[config.mk]
export PLATFORM = sky130hd
export DESIGN_NAME = cpl_splitter
export DESIGN_NICKNAME = d
export VERILOG_FILES = /design/src/rtl/cpl_splitter_pkg.sv /design/src/rtl/cpl_splitter_ctrl.sv /design/src/rtl/cpl_splitter_dp.sv /design/src/rtl/cpl_splitter.sv
export SDC_FILE = /design/constraint.sdc
export NUM_CORES = 1
export LEC_CHECK = 0
export ABC_AREA = 1
export BUFFER_PORTS_ARGS = -buffer_cell sky130_fd_sc_hd__buf_4
export CORE_ASPECT_RATIO = 0.6
export CORE_MARGIN = 2
export CORE_UTILIZATION = 50
export CTS_CLUSTER_SIZE = 28
export DETAILED_ROUTE_END_ITERATION = 10
export GPL_ROUTABILITY_DRIVEN = 0
export PLACE_DENSITY = 0.88
export RECOVER_POWER = 50
export SYNTH_ARGS = -nofsm -noshare
export SYNTH_HDL_FRONTEND = slang
export SYNTH_SLANG_ARGS = --single-unit
[constraint.sdc]
create_clock -name clk -period 4.03 [get_ports clk]
set_input_delay 0.6045 -clock clk [delete_from_list [all_inputs] [get_ports clk]]
set_output_delay 0.6045 -clock clk [all_outputs]
set_load 0.01 [all_outputs]
[src/rtl/cpl_splitter_pkg.sv]
package cpl_splitter_pkg;

  typedef enum logic [1:0] {
    ST_IDLE = 2'd0,
    ST_HDR  = 2'd1,
    ST_DATA = 2'd2
  } splitState_e;

  // strobes from control to datapath
  typedef struct packed {
    logic load;
    logic hdrFire;
    logic beatFire;
  } dpCtrl_t;

  // status from datapath to control
  typedef struct packed {
    logic lastBeat;
    logic lastCpl;
  } dpStat_t;

  // payload limit in DWORDs for a 3-bit payload code
  function automatic logic [7:0] mpsDwords(input logic [2:0] sel);
    case (sel)
      3'd0:    return 8'd32;
      3'd1:    return 8'd64;
      3'd2:    return 8'd128;
      default: return 8'd32;
    endcase
  endfunction

endpackage

[src/rtl/cpl_splitter_ctrl.sv]
module cpl_splitter_ctrl
  import cpl_splitter_pkg::*;
(
  input  logic    clk,
  input  logic    rstN,
  input  logic    reqValid,
  input  logic    outReady,
  input  dpStat_t stat,
  output logic    reqReady,
  output logic    outValid,
  output logic    outSop,
  output logic    outEop,
  output logic    memRdEn,
  output dpCtrl_t ctrl
);

  splitState_e state;
  splitState_e stateNext;

  always_comb begin
    reqReady      = (state == ST_IDLE);
    outValid      = (state != ST_IDLE);
    outSop        = (state == ST_HDR);
    outEop        = (state == ST_DATA) && stat.lastBeat;
    memRdEn       = (state != ST_IDLE);
    ctrl.load     = (state == ST_IDLE) && reqValid;
    ctrl.hdrFire  = (state == ST_HDR) && outReady;
    ctrl.beatFire = (state == ST_DATA) && outReady;
  end

  always_comb begin
    stateNext = state;
    case (state)
      ST_IDLE: if (reqValid) stateNext = ST_HDR;
      ST_HDR:  if (outReady) stateNext = ST_DATA;
      ST_DATA: begin
        if (outReady && stat.lastBeat) begin
          stateNext = stat.lastCpl ? ST_IDLE : ST_HDR;
        end
      end
      default: stateNext = ST_IDLE;
    endcase
  end

  always_ff @(posedge clk) begin
    if (!rstN) state <= ST_IDLE;
    else       state <= stateNext;
  end

endmodule

[src/rtl/cpl_splitter_dp.sv]
module cpl_splitter_dp
  import cpl_splitter_pkg::*;
#(
  parameter int ADDR_W = 30,
  parameter int LEN_W  = 10,
  parameter int TAG_W  = 8,
  parameter int ID_W   = 16,
  localparam int REM_W = LEN_W + 1,
  localparam int BC_W  = LEN_W + 2
) (
  input  logic              clk,
  input  logic              rstN,
  input  dpCtrl_t           ctrl,
  input  logic [ADDR_W-1:0] reqAddr,
  input  logic [LEN_W-1:0]  reqLen,
  input  logic [TAG_W-1:0]  reqTag,
  input  logic [ID_W-1:0]   reqRid,
  input  logic [2:0]        mpsSel,
  input  logic [ID_W-1:0]   cplId,
  output dpStat_t           stat,
  output logic [ADDR_W-1:0] memAddr,
  output logic [LEN_W-1:0]  cplLen,
  output logic [BC_W-1:0]   cplByteCnt,
  output logic [6:0]        cplLowAddr,
  output logic [TAG_W-1:0]  cplTag,
  output logic [ID_W-1:0]   cplReqId,
  output logic [ID_W-1:0]   cplCplId
);

  logic [ADDR_W-1:0] ptr;
  logic [REM_W-1:0]  remDw;
  logic [REM_W-1:0]  beatsLeft;
  logic [2:0]        mpsQ;
  logic [TAG_W-1:0]  tagQ;
  logic [ID_W-1:0]   ridQ;
  logic [ID_W-1:0]   cidQ;
  logic [REM_W-1:0]  mpsW;
  logic [REM_W-1:0]  chunk;
  logic [REM_W-1:0]  loadLen;

  always_comb begin
    mpsW    = REM_W'(mpsDwords(mpsQ));
    chunk   = (remDw < mpsW) ? remDw : mpsW;
    loadLen = (reqLen == '0) ? {1'b1, {LEN_W{1'b0}}} : {1'b0, reqLen};
  end

  always_ff @(posedge clk) begin
    if (!rstN) begin
      ptr       <= '0;
      remDw     <= '0;
      beatsLeft <= '0;
      mpsQ      <= '0;
      tagQ      <= '0;
      ridQ      <= '0;
      cidQ      <= '0;
    end else begin
      if (ctrl.load) begin
        ptr   <= reqAddr;
        remDw <= loadLen;
        mpsQ  <= mpsSel;
        tagQ  <= reqTag;
        ridQ  <= reqRid;
        cidQ  <= cplId;
      end
      if (ctrl.hdrFire) begin
        beatsLeft <= chunk;
      end
      if (ctrl.beatFire) begin
        ptr       <= ptr + 1'b1;
        remDw     <= remDw - 1'b1;
        beatsLeft <= beatsLeft - 1'b1;
      end
    end
  end

  // look one address ahead on an accepted beat so the next word is ready
  assign memAddr = ctrl.beatFire ? ptr + 1'b1 : ptr;

  always_comb begin
    stat.lastBeat = (beatsLeft == REM_W'(1));
    stat.lastCpl  = (remDw == REM_W'(1));
  end

  assign cplLen     = chunk[LEN_W-1:0];
  assign cplByteCnt = {remDw[LEN_W-1:0], 2'b00};
  assign cplLowAddr = {ptr[4:0], 2'b00};
  assign cplTag     = tagQ;
  assign cplReqId   = ridQ;
  assign cplCplId   = cidQ;

endmodule

[src/rtl/cpl_splitter.sv]
module cpl_splitter
  import cpl_splitter_pkg::*;
#(
  parameter int ADDR_W = 30,
  parameter int LEN_W  = 10,
  parameter int TAG_W  = 8,
  parameter int ID_W   = 16,
  parameter int DATA_W = 32
) (
  input  logic              clk,
  input  logic              rstN,
  input  logic              reqValid,
  output logic              reqReady,
  input  logic [ADDR_W-1:0] reqAddr,
  input  logic [LEN_W-1:0]  reqLen,
  input  logic [TAG_W-1:0]  reqTag,
  input  logic [ID_W-1:0]   reqRid,
  input  logic [2:0]        mpsSel,
  input  logic [ID_W-1:0]   cplId,
  output logic              memRdEn,
  output logic [ADDR_W-1:0] memAddr,
  input  logic [DATA_W-1:0] memRdData,
  output logic              outValid,
  input  logic              outReady,
  output logic              outSop,
  output logic              outEop,
  output logic [DATA_W-1:0] outData,
  output logic [LEN_W-1:0]  cplLen,
  output logic [LEN_W+1:0]  cplByteCnt,
  output logic [6:0]        cplLowAddr,
  output logic [TAG_W-1:0]  cplTag,
  output logic [ID_W-1:0]   cplReqId,
  output logic [ID_W-1:0]   cplCplId
);

  dpCtrl_t ctrl;
  dpStat_t stat;

  cpl_splitter_ctrl uCtrl (
    .clk      (clk),
    .rstN     (rstN),
    .reqValid (reqValid),
    .outReady (outReady),
    .stat     (stat),
    .reqReady (reqReady),
    .outValid (outValid),
    .outSop   (outSop),
    .outEop   (outEop),
    .memRdEn  (memRdEn),
    .ctrl     (ctrl)
  );

  cpl_splitter_dp #(
    .ADDR_W (ADDR_W),
    .LEN_W  (LEN_W),
    .TAG_W  (TAG_W),
    .ID_W   (ID_W)
  ) uDp (
    .clk        (clk),
    .rstN       (rstN),
    .ctrl       (ctrl),
    .reqAddr    (reqAddr),
    .reqLen     (reqLen),
    .reqTag     (reqTag),
    .reqRid     (reqRid),
    .mpsSel     (mpsSel),
    .cplId      (cplId),
    .stat       (stat),
    .memAddr    (memAddr),
    .cplLen     (cplLen),
    .cplByteCnt (cplByteCnt),
    .cplLowAddr (cplLowAddr),
    .cplTag     (cplTag),
    .cplReqId   (cplReqId),
    .cplCplId   (cplCplId)
  );

  assign outData = outSop ? '0 : memRdData;

endmodule

==> flow_summary.yaml, run 1 <==
power_and_ir_drop:
  seq_power_share: 0.348
  p_per_area_mw_per_mm2: 505.9
  clkPwrFrac: 0.215
  switching_share: 0.4256
  vdd_drop_max_v: 0.0002757
  p_comb_frac: 0.437
  intPower_uw: 2195
  cellLeakagePower_uw: 0.003627
  switchingPower_uw: 1626
critical_path:
  required_ps: 4310
  cp_max_fo: 35
  path_class: "reg2reg"
  cp-start-kind: "register"
  crit_path_end_kind: "register"
  cp.arrival_ps: 3510
drt:
  top_layer_used: "met4"
  met2_length_um: 8670
  dr.pass1.iters: 7
  drt_iter0_drc: 595
  ant_nets: 0
  wirelength_um: 19100
  wl_per_cell_um: 15.00
  drt-vias-per-instance: 5.296
  met3_length_um: 2112
  m1WireLength_um: 7941
  drc: 0
  vias: 6742
die:
  io_pins: 255
  coreArea_sq_mm: 0.01130
  die_h_um: 87.52
  dieArea_sq_mm: 0.01253
  rows: 30
  start_util: 0.5145
  die_w_um: 143.2
placement:
  dpl.hpwl_um: 14300
  io_buffers: 248
  placed_area_sq_mm: 0.007592
synth:
  synth.largest_area_cell: "dfxtp_1"
  ys_warn_count: 0
  synth_seq_cells: 97
  ys_seq_area_frac: 0.3341
  synth-edff-count: 0
  syn_inst: 901
  synth-simple-area-share: 0.3050
  synth_most_common_cell: "nor2_1"
  synth_top_area_frac: 0.3341
  ys_async_sr_fraction: 0
  synthMuxAreaShare: 0
  synth-compound-area-share: 0.1903
  synthTopCellsByArea: "dfxtp_1, o21ai_0, nor2_1"
  synth-adder-area-share: 0.01507
  synthTopCellsByCount: "nor2_1, nand2_1, o21ai_0, inv_1, dfxtp_1"
  ys_types: 44
  synth_xor_area_frac: 0.02260
  syn_avg_cell_area_sq_um: 6.452
  ys.flop_type: "dfxtp_1"
  synth_top_family_by_area: "simple AND/OR/NAND/NOR gates"
  syn_area_sq_mm: 0.005813
status:
  failed_checks: "capacitance limit, slew limit"
  status: "finished, violations left"
global_route:
  grt_max_degree: 72
  grt_pass1_wl_um: 29040
  grt.total_usage: 0.2924
  antenna_found_initial: 0
  grt-ovfl-total: 0
  grt_pass1_vias: 5877
sta:
  finalMaxSlewViolations: 49
  tns_ps: 0
  hold_viol_final: 0
  setup_viol: 0
  rsz0062_at_grt: "no"
  fmax_ghz: 0.3091
  layout_min_cycle_time_ps: 3235
  worstMarginPinSlew_ps: 1819
  finClkSkew_ps: 13.55
  relSlewSlack: -0.2124
  fin_crit_sh: 0.8028
clocking:
  cts.sinks: 97
  cts_root_buf: "clkbuf_16"
  clk_latency_ps: 350
  cts_setup_buffers: 0
  cts_buffers: 9
  clkTransAtPathRegs_ps: 70
  post_cts_resized: 0
  h-tree-depth: 3
  postCtsHoldBufs: 0
  cts_tree: "built"
  cts_buffer_depth: 2
finish:
  drive_gt1_frac: 0.1923
  nFillCells: 1061
  nNetsFinal: 1234
  area_growth_pct: 29.94
  finalInstanceArea_sq_mm: 0.007553
  diodes: 0
hold_path:
  hold_path_class: "reg2reg"
run:
  drv_cap: 1
==> critical path: stages (launching register included) <==
cell	delay [ps]
dfxtp_1	400
inv_1	80
nor2_2	80
clkbuf_1	1030
o21ai_0	870
inv_2	400
nand2_1	90
inv_1	50
nand2_1	40
a21oi_1	110
==> worst paths after layout <==
| check | slack (ps) | cells past startpoint | start | end |
|---|---|---|---|---|
| worst max-delay path | 790 | 9 | uCtrl.state[0] | uDp.beatsLeft[7] |
| worst min-delay path | 480 | 2 | uDp.beatsLeft[7] | uDp.beatsLeft[7] |
| worst max register to register | 790 | 9 | uCtrl.state[0] | uDp.beatsLeft[7] |
| worst min register to register | 480 | 2 | uDp.beatsLeft[7] | uDp.beatsLeft[7] |
==> layout make-up <==
class / count / area [sq um] / area share
multi-input combinational: 635 / 3114 / 0.4123
clock inverter: 6 / 51.30 / 0.006791
inverter: 110 / 412.9 / 0.05466
timing repair buffer: 255 / 1604 / 0.2124
sequential: 97 / 1942 / 0.2571
clock buffer: 10 / 229.0 / 0.03031
tap: 160 / 200.2 / 0.02650
==> logic make-up (layout without fill, tap and decap cells) <==
logic type | count (synthesis) | after routing
compound gates | 208 | 208
xor+xnor | 15 | 15
fa+ha+maj | 7 | 7
buf+inv | 174 | 381
flops | 97 | 97
other cells | 1 | 6
simple gates | 399 | 399
==> power by group through the flow <==
| stage | combinational (uW) | clock (uW) | sequential, uW |
|---|---|---|---|
| after floorplan | 1060 | 0 | 1340 |
| after global placement | 1740 | 0 | 1340 |
| after CTS | 1780 | 832 | 1330 |
| final | 1670 | 821 | 1330 |
| after global routing | 1850 | 876 | 1360 |
| after detailed placement | 1780 | 0 | 1350 |
==> cells in the final DEF (no fill, tap or decap), types with 5 or more instances in the layout <==
master     Yosys  routed
clkbuf_16      0       9
nor2_1       155     155
buf_4         28     172
clkbuf_1      26      83
inv_1        105     106
nand2_1      147     148
o21ai_0      122     123
nor3_1        13      13
a31oi_1        7       7
conb_1         1       6
dfxtp_1       97      97
nand4_1        8       8
o211ai_1       5       5
nand3_1       44      44
xor2_1        12      12
a21oi_1       55      55
ha_1           7       7
==> routing by layer <==
metal / global-route usage / up-vias
met3: 0.07587 / 21
met5: 0 / -
met2: 0.4632 / 396
met4: 0.08731 / 0
met1: 0.3958 / 3025
li1: - / 3300
==> state kept, by name, indices dropped and copies added, names as in the netlist <==
register	cells
uDp.mpsQ	3
uDp.cplReqId	16
uDp.beatsLeft	11
uDp.remDw	11
uDp.ptr	30
uDp.cplCplId	16
uDp.cplTag	8
uCtrl.state	2
==> through the flow <==
step | hold WS [ps] | setup slack (ps) | power, uW | utilization | std cells
5_1_grt | 502.8 | 464.3 | 4083 | 0.6685 | 1273
6_report | 483.3 | 794.7 | 3821 | 0.6685 | 1273
3_5_place_dp | 471.3 | 1417 | 3123 | 0.6720 | 1257
4_1_cts | 482.1 | 1090 | 3942 | 0.6968 | 1273
3_3_place_gp | 461.4 | 1518 | 3079 | 0.6720 | 1257
2_1_floorplan | 443.6 | 1860 | 2396 | - | 906
(Power assumes the default switching activity.)
==> run 2: changes to the inputs <==
CORE_UTILIZATION = 48   (was 50)
PLACE_DENSITY = 0.85   (was 0.88)
clock period = 3.36 ns   (was 4.03 ns; I/O delays follow)
==> run 2 against run 1 <==
  * The flow now finishes without violations
  * Global-route usage down 1.7 points
  * Critical endpoint is now memAddr[23]
  * Via count fell by 2.2%
  * Flip-flop and latch count unchanged
==> flow_summary.yaml, run 2 (same netlist as run 1, synthesis figures left out) <==
placement:
  io_buffers: 248
  dpl.hpwl_um: 14120
  post-place-ws_ps: 871.8
finish:
  diodes: 0
  final_common_cell: "buf_4"
  regMostFlops: "uDp.ptr"
  drive_gt1_frac: 0.1932
  nNetsFinal: 1234
  area_growth_pct: 30.50
  mostFrequentLayoutCells: "buf_4, nor2_1, nand2_1"
  largest_reg_flops: 30
die:
  dieArea_sq_mm: 0.01304
  rows: 31
  coreArea_sq_mm: 0.01195
  die_w_um: 146.1
  start_util: 0.4866
  io_pins: 255
  die_h_um: 89.25
clocking:
  post_cts_resized: 0
  cts_buffer_depth: 2
  clkTransAtPathRegs_ps: 70
  postCtsHoldBufs: 0
  clk_latency_ps: 340
  cts.sinks: 97
  cts_root_buf: "clkbuf_16"
  cts_buffers: 9
  cts_tree: "built"
  cts_setup_buffers: 0
  h-tree-depth: 3
power_and_ir_drop:
  p_per_area_mw_per_mm2: 616.2
  vdd_drop_max_v: 0.0003585
  cellLeakagePower_uw: 0.003644
global_route:
  antenna_found_initial: 0
  grt.total_usage: 0.2757
  grt_max_degree: 73
  grt-ovfl-total: 0
  grt_pass1_wl_um: 28510
  grt_pass1_vias: 5661
sta:
  hold_viol_final: 0
  tns_ps: 0
  layout_min_cycle_time_ps: 2943
  finalMaxSlewViolations: 0
  worst_slack_ps: 416.6
  setup_viol: 0
  finClkSkew_ps: 9.719
  worstMarginPinSlew_ps: 1428
  fin_crit_sh: 0.8760
  fmax_ghz: 0.3397
  rsz0062_at_grt: "no"
  relSlewSlack: 0.04784
drt:
  drt_iter0_drc: 524
  dr.pass1.iters: 5
  drt-vias-per-instance: 5.157
  wirelength_um: 18890
  drc: 0
  wl_per_cell_um: 14.78
  ant_nets: 0
  vias: 6591
critical_path:
  cp_max_fo: 30
  required_ps: 2860
  crit_path_end_kind: "primary output"
  cp.arrival_ps: 2440
  cp-start-kind: "register"
  path_class: "reg2out"
status:
  status: "completed"
run:
  drv_cap: 0
hold_path:
  hold_path_class: "in2reg"
run 2: cell count changes in the layout (fill, tap and decap cells not counted):
| cell | delta |
|---|---|
| o21ai_1 | +1 |
| clkinvlp_4 | -2 |
| inv_2 | +1 |
| nand2_2 | +1 |
| inv_6 | +2 |
| bufinv_16 | +1 |
| inv_1 | -1 |
| inv_8 | -1 |
| clkbuf_8 | +1 |
| o21ai_0 | -1 |
| nand2_1 | -1 |
| buf_4 | -2 |
| clkbuf_1 | +1 |
run 2: critical path, stage by stage, from the launching register on:
cell,delay [ps]
dfxtp_1,410
inv_2,60
nor2_4,140
nand2_2,70
inv_1,690
buf_4,340
nand3_1,120
o21ai_0,100
buf_4,150
run 2: stage by stage:
step | total power [uW] | area (sq um) | utilization | hold slack [ps] | std cells
finish | 4674 | 7586 | 0.6350 | 411.4 | 1278
global route | 5019 | 7586 | 0.6350 | 403.3 | 1278
CTS | 4839 | 7910 | 0.6621 | 403.2 | 1278
detailed placement | 3745 | 7599 | 0.6360 | 472.2 | 1262
global placement | 3703 | 7599 | 0.6360 | 461.0 | 1262
floorplan | 2874 | 5832 | - | 443.6 | 906
run 2: final timing paths:
path / slack, ps / cells after the start / start / to
setup / recovery: 420 / 8 / uCtrl.state[1] / memAddr[23]
hold / removal: 410 / 3 / cplId[3] / uDp.cplCplId[3]
setup reg to reg: 430 / 7 / uCtrl.state[0] / uDp.beatsLeft[2]
hold reg to reg: 480 / 2 / uDp.cplCplId[14] / uDp.cplCplId[14]
run 2: power by group:
| part | switching, uW | leakage (uW) | internal (uW) | total (uW) |
|---|---|---|---|---|
| combinational | 1250 | 0.00269 | 738 | 1990 |
| sequential | 221 | 0.000801 | 1380 | 1600 |
| clock | 480 | 0.000150 | 608 | 1090 |
| total | 1950 | 0.00364 | 2720 | 4670 |
run 2: final cells by class:
type / count / area [sq um]
sequential: 97 / 1942
tap: 165 / 206.4
timing repair buffer: 255 / 1597
multi-input combinational: 635 / 3117
inverter: 110 / 412.9
clock buffer: 10 / 239.0
clock inverter: 6 / 72.57
fill: 1194 / 4360
run 2: layer usage:
| metal | vias to the layer above | GRT usage | share of wire |
|---|---|---|---|
| met2 | 333 | 0.4215 | 0.44 |
| met3 | 27 | 0.08061 | 0.10 |
| li1 | 3301 | - | - |
| met1 | 2930 | 0.3794 | 0.44 |
| met5 | - | 0 | 0 |
| met4 | 0 | 0.08738 | 0.027 |
==> run 3: changes to the inputs <==
clock period = 2.95 ns   (was 3.36 ns; I/O delays follow)
==> run 3 against run 2 <==
  * Core utilization shrank 0.23 points
  * Critical path type unchanged
  * Clock skew is 3.1 ps lower
  * Power increased by 12%
  * Die area stayed put
  * Flip-flop and latch count did not move
  * Routed wire length rose by 0.70%
  * Via count rose by 0.12%
  * Clock-buffer cell count did not move
  * Global-route usage grew 0.42 points
  * Non-clock buffer count rose by 4
==> flow_summary.yaml, run 3 (same netlist as run 1, synthesis figures left out) <==
status:
  status: "completed"
die:
  coreArea_sq_mm: 0.01195
  die_w_um: 146.1
  rows: 31
  die_h_um: 89.25
  dieArea_sq_mm: 0.01304
  start_util: 0.4866
  io_pins: 255
finish:
  largest_reg_flops: 30
  post-route-util: 0.6327
  nNetsFinal: 1238
  final_common_cell: "buf_4"
  drive_gt1_frac: 0.1907
  diodes: 0
  area_growth_pct: 30.03
  regMostFlops: "uDp.ptr"
  mostFrequentLayoutCells: "buf_4, nor2_1, nand2_1"
clocking:
  clk_latency_ps: 350
  cts_buffers: 9
  cts_tree: "built"
  clkTransAtPathRegs_ps: 70
  cts.sinks: 97
  h-tree-depth: 3
  cts_buffer_depth: 2
  cts_root_buf: "clkbuf_16"
  cts_setup_buffers: 0
  post_cts_resized: 0
  postCtsHoldBufs: 0
critical_path:
  cp-start-kind: "register"
  worstRegToRegCells: 9
  slowest_delay_ps: 410
  reg2reg_to: "uDp.ptr[12]"
  cp.arrival_ps: 2310
  crit_path_end_kind: "primary output"
  crit_top_cell: "buf_4"
  r2r_setup_slack_ps: 410
  path_cells: "inv_1 -> nor2_1 -> nand2_2 -> inv_2 -> buf_4 -> nand3_1 -> o21ai_0 -> buf_4"
  r2r-start: "uCtrl.state[1]"
  cp_max_fo: 29
  crit_slowest_cell: "inv_2"
  path_class: "reg2out"
  required_ps: 2510
hold_path:
  holdPathStages: 3
  min-delay-start: "reqAddr[0]"
  worstHoldEndpoint: "uDp.ptr[0]"
  hold_path_class: "in2reg"
sta:
  finClkSkew_ps: 6.570
  worst_slack_ps: 197.7
  fin_crit_sh: 0.9330
  rsz0062_at_grt: "no"
  worstMarginPinSlew_ps: 786.5
  tns_ps: 0
  finalMaxSlewViolations: 0
  relSlewSlack: 0.4757
  setup_viol: 0
  layout_min_cycle_time_ps: 2752
  whs_ps: 336.9
  hold_viol_final: 0
  fmax_ghz: 0.3633
power_and_ir_drop:
  p_per_area_mw_per_mm2: 691.5
  vdd_drop_max_v: 0.0004314
  fin_total_pwr_uw: 5227
  cellLeakagePower_uw: 0.003629
global_route:
  grt.total_usage: 0.2799
  grt_pass1_vias: 5708
  antenna_found_initial: 0
  grt_pass1_wl_um: 29040
  grt-ovfl-total: 0
  grt_max_degree: 72
drt:
  ant_nets: 0
  drt-vias-per-instance: 5.147
  wl_per_cell_um: 14.84
  drc: 0
  drt_iter0_drc: 485
  dr.pass1.iters: 5
  wirelength_um: 19030
  vias: 6599
placement:
  dpl.hpwl_um: 14350
  io_buffers: 248
  post-place-ws_ps: 647.1
run:
  drv_cap: 0
-- run 3: critical path: cells and delay by family (launching register included) --
kind / cells / cell delay (ps)
flops: 1 / 390
simple gates: 3 / 510
compound gates: 1 / 150
buf+inv: 4 / 910
-- run 3: worst max path at each step --
stage / start / endpoint / slack (ps) / cells after the start
finish: uCtrl.state[1] / memAddr[13] / 200 / 8
detailed placement: uDp.ptr[0] / memAddr[16] / 650 / 11
floorplan: uDp.ptr[0] / memAddr[16] / 940 / 10
CTS: uDp.ptr[0] / memAddr[16] / 250 / 11
global placement: uDp.ptr[0] / memAddr[20] / 690 / 12
global route: uDp.ptr[0] / memAddr[16] / 10 / 11
-- run 3: metrics by stage --
stage | instance area, sq um | std cells
floorplan | 5832 | 906
global placement | 7629 | 1266
detailed placement | 7629 | 1266
CTS | 7908 | 1282
global route | 7559 | 1282
finish | 7559 | 1282
-- run 3: power by group --
group	total [uW]	switching (uW)	internal, uW
combinational	2270	1430	841
clock	1140	556	584
sequential	1820	251	1570
total	5230	2230	2990
-- run 3: layout make-up --
type                    instances  area, sq um
fillers                      1174         4388
multi-input cells             635         3103
flip-flops and latches         97         1942
repair buffers                259         1615
inverters                     110        412.9
clock buffers                  10        229.0
well taps                     165        206.4
clock inverters                 6        50.05
-- run 3: per-layer routing --
layer | up-vias | routed length, um | global-route usage | share of wire
li1 | 3308 | - | - | -
met5 | - | 0 | 0 | 0
met3 | 27 | 1806 | 0.06990 | 0.095
met2 | 323 | 8418 | 0.4537 | 0.44
met4 | 0 | 438 | 0.07679 | 0.023
met1 | 2941 | 8361 | 0.3783 | 0.44
